$ cat src/rtl/can_mode_pkg.sv
package can_mode_pkg;
  typedef enum logic [2:0] {
    MODE_NORMAL   = 3'd0,
    MODE_LISTEN   = 3'd1,
    MODE_LOOPBACK = 3'd2,
    MODE_FREEZE   = 3'd3,
    MODE_DISABLE  = 3'd4
  } mode_e;

  // Priority: disable, freeze, loop-back, listen-only, normal
  function automatic mode_e pick_mode(input logic lpm, input logic frz,
                                      input logic lb, input logic lo);
    if (lpm)      return MODE_DISABLE;
    else if (frz) return MODE_FREEZE;
    else if (lb)  return MODE_LOOPBACK;
    else if (lo)  return MODE_LISTEN;
    else          return MODE_NORMAL;
  endfunction
endpackage

$ cat src/rtl/can_mode_fsm.sv
module can_mode_fsm
  import can_mode_pkg::*;
(
  input  logic  clk,
  input  logic  rst_n,
  input  logic  dis_req,
  input  logic  frz_req,
  input  logic  frame_active,
  input  logic  lb,
  input  logic  lo,
  output logic  frz_ack,
  output logic  lpm_ack,
  output mode_e mode
);
  logic lpm_nxt, frz_nxt;

  // A new acknowledge waits for an idle bus; an existing one holds.
  always_comb begin
    lpm_nxt = dis_req & (lpm_ack | ~frame_active);
    frz_nxt = frz_req & ~dis_req & ~lpm_nxt & (frz_ack | ~frame_active);
  end

  always_ff @(posedge clk or negedge rst_n) begin
    if (!rst_n) begin
      lpm_ack <= 1'b0;
      frz_ack <= 1'b0;
    end else begin
      lpm_ack <= lpm_nxt;
      frz_ack <= frz_nxt;
    end
  end

  assign mode = pick_mode(lpm_ack, frz_ack, lb, lo);
endmodule

$ cat src/rtl/can_err_warn.sv
module can_err_warn #(
  parameter int CNT_W = 8,
  parameter int LIMIT = 96
) (
  input  logic             clk,
  input  logic             rst_n,
  input  logic [CNT_W-1:0] cnt,
  input  logic             warn_en,
  input  logic             clr,
  output logic             flag,
  output logic             crossing
);
  function automatic logic above(input logic [CNT_W-1:0] v);
    return int'(v) > LIMIT;
  endfunction

  logic above_q;
  assign crossing = above(cnt) & ~above_q;

  always_ff @(posedge clk or negedge rst_n) begin
    if (!rst_n) begin
      above_q <= 1'b0;
      flag    <= 1'b0;
    end else begin
      above_q <= above(cnt);
      if (crossing && warn_en) flag <= 1'b1;
      else if (clr)            flag <= 1'b0;
    end
  end
endmodule

$ cat src/rtl/can_traffic_gate.sv
module can_traffic_gate
  import can_mode_pkg::*;
(
  input  mode_e mode,
  input  logic  selfrx_off,
  input  logic  self_tx_done,
  input  logic  rx_done,
  input  logic  rx_match,
  input  logic  rx_is_self,
  output logic  tx_allowed,
  output logic  rx_allowed,
  output logic  self_loop_rx,
  output logic  rx_store
);
  always_comb begin
    tx_allowed   = (mode == MODE_NORMAL) || (mode == MODE_LOOPBACK);
    rx_allowed   = (mode == MODE_NORMAL) || (mode == MODE_LISTEN) ||
                   (mode == MODE_LOOPBACK);
    self_loop_rx = self_tx_done & ~selfrx_off & rx_allowed;
    rx_store     = rx_done & rx_match & ~rx_is_self & rx_allowed;
  end
endmodule

$ cat src/rtl/can_mode_sup.sv
module can_mode_sup
  import can_mode_pkg::*;
#(
  parameter int CNT_W      = 8,
  parameter int WARN_LIMIT = 96
) (
  input  logic             clk,
  input  logic             rst_n,
  input  logic             cfg_disable,
  input  logic             cfg_halt,
  input  logic             cfg_frz_en,
  input  logic             cfg_loopback,
  input  logic             cfg_listen,
  input  logic             cfg_warn_en,
  input  logic             cfg_selfrx_off,
  input  logic             frame_active,
  input  logic [CNT_W-1:0] tx_err_cnt,
  input  logic [CNT_W-1:0] rx_err_cnt,
  input  logic             tx_warn_clr,
  input  logic             rx_warn_clr,
  input  logic             self_tx_done,
  input  logic             rx_done,
  input  logic             rx_match,
  input  logic             rx_is_self,
  output logic [2:0]       mode,
  output logic             frz_ack,
  output logic             lpm_ack,
  output logic             not_ready,
  output logic             tx_warn,
  output logic             rx_warn,
  output logic             tx_allowed,
  output logic             rx_allowed,
  output logic             self_loop_rx,
  output logic             rx_store
);
  localparam int NCNT = 2;

  mode_e            mode_w;
  logic             frz_req;
  logic [CNT_W-1:0] cnt_a [NCNT];
  logic [NCNT-1:0]  clr_a, flag_a, cross_a;

  assign frz_req = cfg_halt & cfg_frz_en;

  can_mode_fsm u_fsm (
    .clk(clk), .rst_n(rst_n), .dis_req(cfg_disable), .frz_req(frz_req),
    .frame_active(frame_active), .lb(cfg_loopback), .lo(cfg_listen),
    .frz_ack(frz_ack), .lpm_ack(lpm_ack), .mode(mode_w)
  );

  assign mode      = mode_w;
  assign not_ready = frz_ack | lpm_ack;

  assign cnt_a[0] = tx_err_cnt;
  assign cnt_a[1] = rx_err_cnt;
  assign clr_a    = {rx_warn_clr, tx_warn_clr};

  for (genvar i = 0; i < NCNT; i++) begin : g_warn
    can_err_warn #(.CNT_W(CNT_W), .LIMIT(WARN_LIMIT)) u_warn (
      .clk(clk), .rst_n(rst_n), .cnt(cnt_a[i]), .warn_en(cfg_warn_en),
      .clr(clr_a[i]), .flag(flag_a[i]), .crossing(cross_a[i])
    );
  end

  assign tx_warn = flag_a[0];
  assign rx_warn = flag_a[1];

  can_traffic_gate u_gate (
    .mode(mode_w), .selfrx_off(cfg_selfrx_off), .self_tx_done(self_tx_done),
    .rx_done(rx_done), .rx_match(rx_match), .rx_is_self(rx_is_self),
    .tx_allowed(tx_allowed), .rx_allowed(rx_allowed),
    .self_loop_rx(self_loop_rx), .rx_store(rx_store)
  );
endmodule

$ cat config.mk
export PLATFORM = sky130hd
export DESIGN_NAME = can_mode_sup
export DESIGN_NICKNAME = d
export VERILOG_FILES = /design/src/rtl/can_mode_pkg.sv /design/src/rtl/can_mode_fsm.sv /design/src/rtl/can_err_warn.sv /design/src/rtl/can_traffic_gate.sv /design/src/rtl/can_mode_sup.sv
export SDC_FILE = /design/constraint.sdc
export NUM_CORES = 1
export LEC_CHECK = 0
export ABC_CLOCK_PERIOD_IN_PS = 1860
export BUFFER_PORTS_ARGS = -buffer_cell sky130_fd_sc_hd__buf_2
export CORE_AREA = 2 2 39 41
export DETAILED_ROUTE_END_ITERATION = 8
export DIE_AREA = 0 0 41 43
export HOLD_SLACK_MARGIN = 0.08
export PLACE_DENSITY_LB_ADDON = 0.12
export SLEW_MARGIN = 20
export SYNTH_ARGS = -nofsm -noshare
export SYNTH_HDL_FRONTEND = slang
export SYNTH_SLANG_ARGS = --single-unit
$ cat constraint.sdc
create_clock -name clk -period 1.86 [get_ports clk]
set_input_delay 0.372 -clock clk [delete_from_list [all_inputs] [get_ports clk]]
set_output_delay 0.372 -clock clk [all_outputs]
set_load 0.01 [all_outputs]
==> results.md <==
* Post-CTS setup buffers at 0
* Vias per std cell at 4.111
* Die Span Y at 43 µm
* Critical path startpoint: u_fsm.lpm_ack
* Mapped Area at 307.8 µm²
* Drt wl/cell at about 8.6 µm
* Crit path kind: reg -> out
* Initial antenna violation count at 0
* Hold crit path type: in -> reg
* H-tree level count at 1
* Simple-gate share of the synthesized area at between 20% and 30%
* Vias in the first global route at between 300 and 400
* Synth Warn # at 0
* Critical path endpoint category: output port
* Status: completed
* Post-DP HPWL at around 700 µm
* Grt ovf at 0
* Post-CTS sizing at 0
* WL met2 at 394 µm
* Final Net Count at between 100 and 150
* Gr usage total at under 10%
* Tcrit/Tclk final at just under 90%
* Met1 WL at between 300 and 400 µm
* Met3 wire len at 105 µm
* Top layer in use: met3
* Filler Cell Count at roughly 140
* Setup Skew at around 2.5 ps
* Initial core utilization at roughly 22%
* Required @ worst endpoint at 1490 ps
* Syn Nets at 69
* Hold-fix buffers, CTS at 1
* I/O Buffers at 43
* Fin util at about two fifths
* Finished Layout Cells at between 90 and 100
* Syn-to-layout area delta at 84.55%
* Crit path arrival time at ~1200 ps
* Share of cells above drive strength 1 at 55.42%
* Drt first pass iters at 4
* Clock Pin Slew Worst Setup and Hold Paths at approximately 40 ps
* Inst Count DP at 95
* Max Freq at 620.9 MHz
* Synth Area in XOR/XNOR at 0%
* Ant. Diodes at 0
* RSZ-0062 raised after global routing: false
* Rows at 14
* TritonCTS Buffers at 3
* Mapped Cells at 37
* Clk sinks at 6
* R2R depth at 2
* Largest net degree at the start of global routing at 7
* Starting DRT DRC Count at 6
* Power Dens Cells at roughly 620 mW/mm²
* Die X at 41 µm
* Largest family of logic cells by synthesized area: simple AND/OR/NAND/NOR gates
* R2r setup slk at around 1100 ps
* CP Launch Type: flop
* Root Buffer: clkbuf_4
* Mux contribution to synthesized area at 0%
* CTS tree: built
* Max-slew violations at 0
* I/O Pins at 44
* Worst Path Max Fanout at 6
* Reg2reg end: u_fsm.frz_ack
* Rel. slew slack at between 80% and 90%
* Core area at between 0.001 and 0.0015 mm²
* Worst skew pair latency at 240 ps
* Setup TNS at 0 ps
* Vias at 407
* Global-route wire length before repair at ~1.1 mm
* Syn_area_per_cell at between 8 and 9 µm²
* Setup Viol. Count Final at 0
* Worst R2R Start: u_fsm.frz_ack
* Post-synthesis compound-gate area fraction at between 10% and 20%
* Fin. Hold Viols at 0
* Max-Cap Viols at 0
* Post-synth cell types at 12
* DRC viols at 0
* CP endpoint: self_loop_rx
* Synth Area in Adders at 0%
* Yosys reg bits at 6
* DRT Wirelength at 851 µm
* Worst Tran Pin Value at 239.7 ps
* Leak at roughly 0.00035 µW
* Seq/Total Area, Yosys at 48.78%
* Die footprint at 0.001763 mm²
* GPL Wtd Cong at between 0.6 and 0.7
* Post-route ant nets at 0
* Tmin final at around 1600 ps
* CTS max path bufs at 2
* IR drop worst, VDD at 0.0004907 V
## cells in the mapped netlist
library cell / n / area, µm²
nor2_1: 8 / 30.03
dfrtp_1: 6 / 150.1
inv_1: 6 / 22.52
a21oi_1: 4 / 20.02
a32o_1: 2 / 20.02
nand2_1: 2 / 7.510
nor2b_1: 2 / 12.51
nor3_1: 2 / 10.01
nor4_1: 2 / 12.51
a21boi_0: 1 / 7.510
buf_4: 1 / 7.510
nor3b_1: 1 / 7.510
## area by class of cell
| type | count | area (µm²) | area share, % |
|---|---|---|---|
| clock buffers | 3 | 22.52 | 3.965 |
| inverters | 6 | 22.52 | 3.965 |
| multi-input cells | 24 | 127.6 | 22.47 |
| flip-flops and latches | 6 | 150.1 | 26.43 |
| well taps | 16 | 20.02 | 3.524 |
| repair buffers | 44 | 225.2 | 39.65 |
## how the worst min path moves through the flow
stage / depth (start not counted) / from / slack, ps / to
floorplan: 0 / rst_n / 80 / g_warn[0].u_warn.above_q
global placement: 1 / rst_n / 200 / u_fsm.frz_ack
detailed placement: 1 / rst_n / 200 / u_fsm.lpm_ack
CTS: 2 / cfg_disable / 300 / u_fsm.frz_ack
global route: 2 / cfg_disable / 310 / u_fsm.frz_ack
finish: 2 / cfg_disable / 310 / u_fsm.frz_ack
## cells by family after synthesis
kind of cell,Yosys count
simple gates,17
compound gates,7
buf+inv,7
flops,6
## registers in the layout, summed over array words and instances (netlist names)
name and count:
u_fsm.lpm_ack 1, g_warn.u_warn.above_q 2, g_warn.u_warn.flag 2, u_fsm.frz_ack 1
## power by group
| group | switching, µW | total (µW) | leakage [µW] | internal, µW |
|---|---|---|---|---|
| logic | 39.7 | 87.5 | 0.000257 | 47.8 |
| registers | 5.18 | 145 | 0.0000744 | 140 |
| clock network | 46.6 | 120 | 0.0000138 | 72.9 |
| total | 91.5 | 352 | 0.000346 | 261 |
## layer usage
layer | global-route usage (%) | vias up
met1 | 9.211 | 169
li1 | - | 215
met4 | 3.333 | 0
met2 | 14.69 | 23
met5 | 0 | -
met3 | 8.901 | 0
## worst max-delay path, cell delays in order (launching register included)
cell     delay (ps)
dfrtp_1         410
nor2_1          150
inv_1            90
nor3b_1         180
buf_2           160
## metrics by stage
stage	total power (µW)	instance area (µm²)	hold WS, ps	setup WS (ps)
after floorplan	180.9	307.8	76.41	312.1
after global placement	233.6	535.5	202.2	539.3
after detailed placement	233.5	535.5	200.9	512.5
after CTS	356.7	568.0	302.1	244.2
after global routing	373.2	568.0	310.7	123.5
final	352.2	568.0	305.3	249.3
## cell usage in the layout, fill, tap and decap left out
master	instances
a32o_1	2
nor3b_1	1
nor4_1	2
nor2_1	8
a21oi_1	4
nand2_1	2
nor2b_1	2
a21boi_0	1
dlygate4sd3_1	1
inv_1	6
clkbuf_4	3
buf_2	43
nor3_1	2
dfrtp_1	6
(Power assumes the default switching activity.)
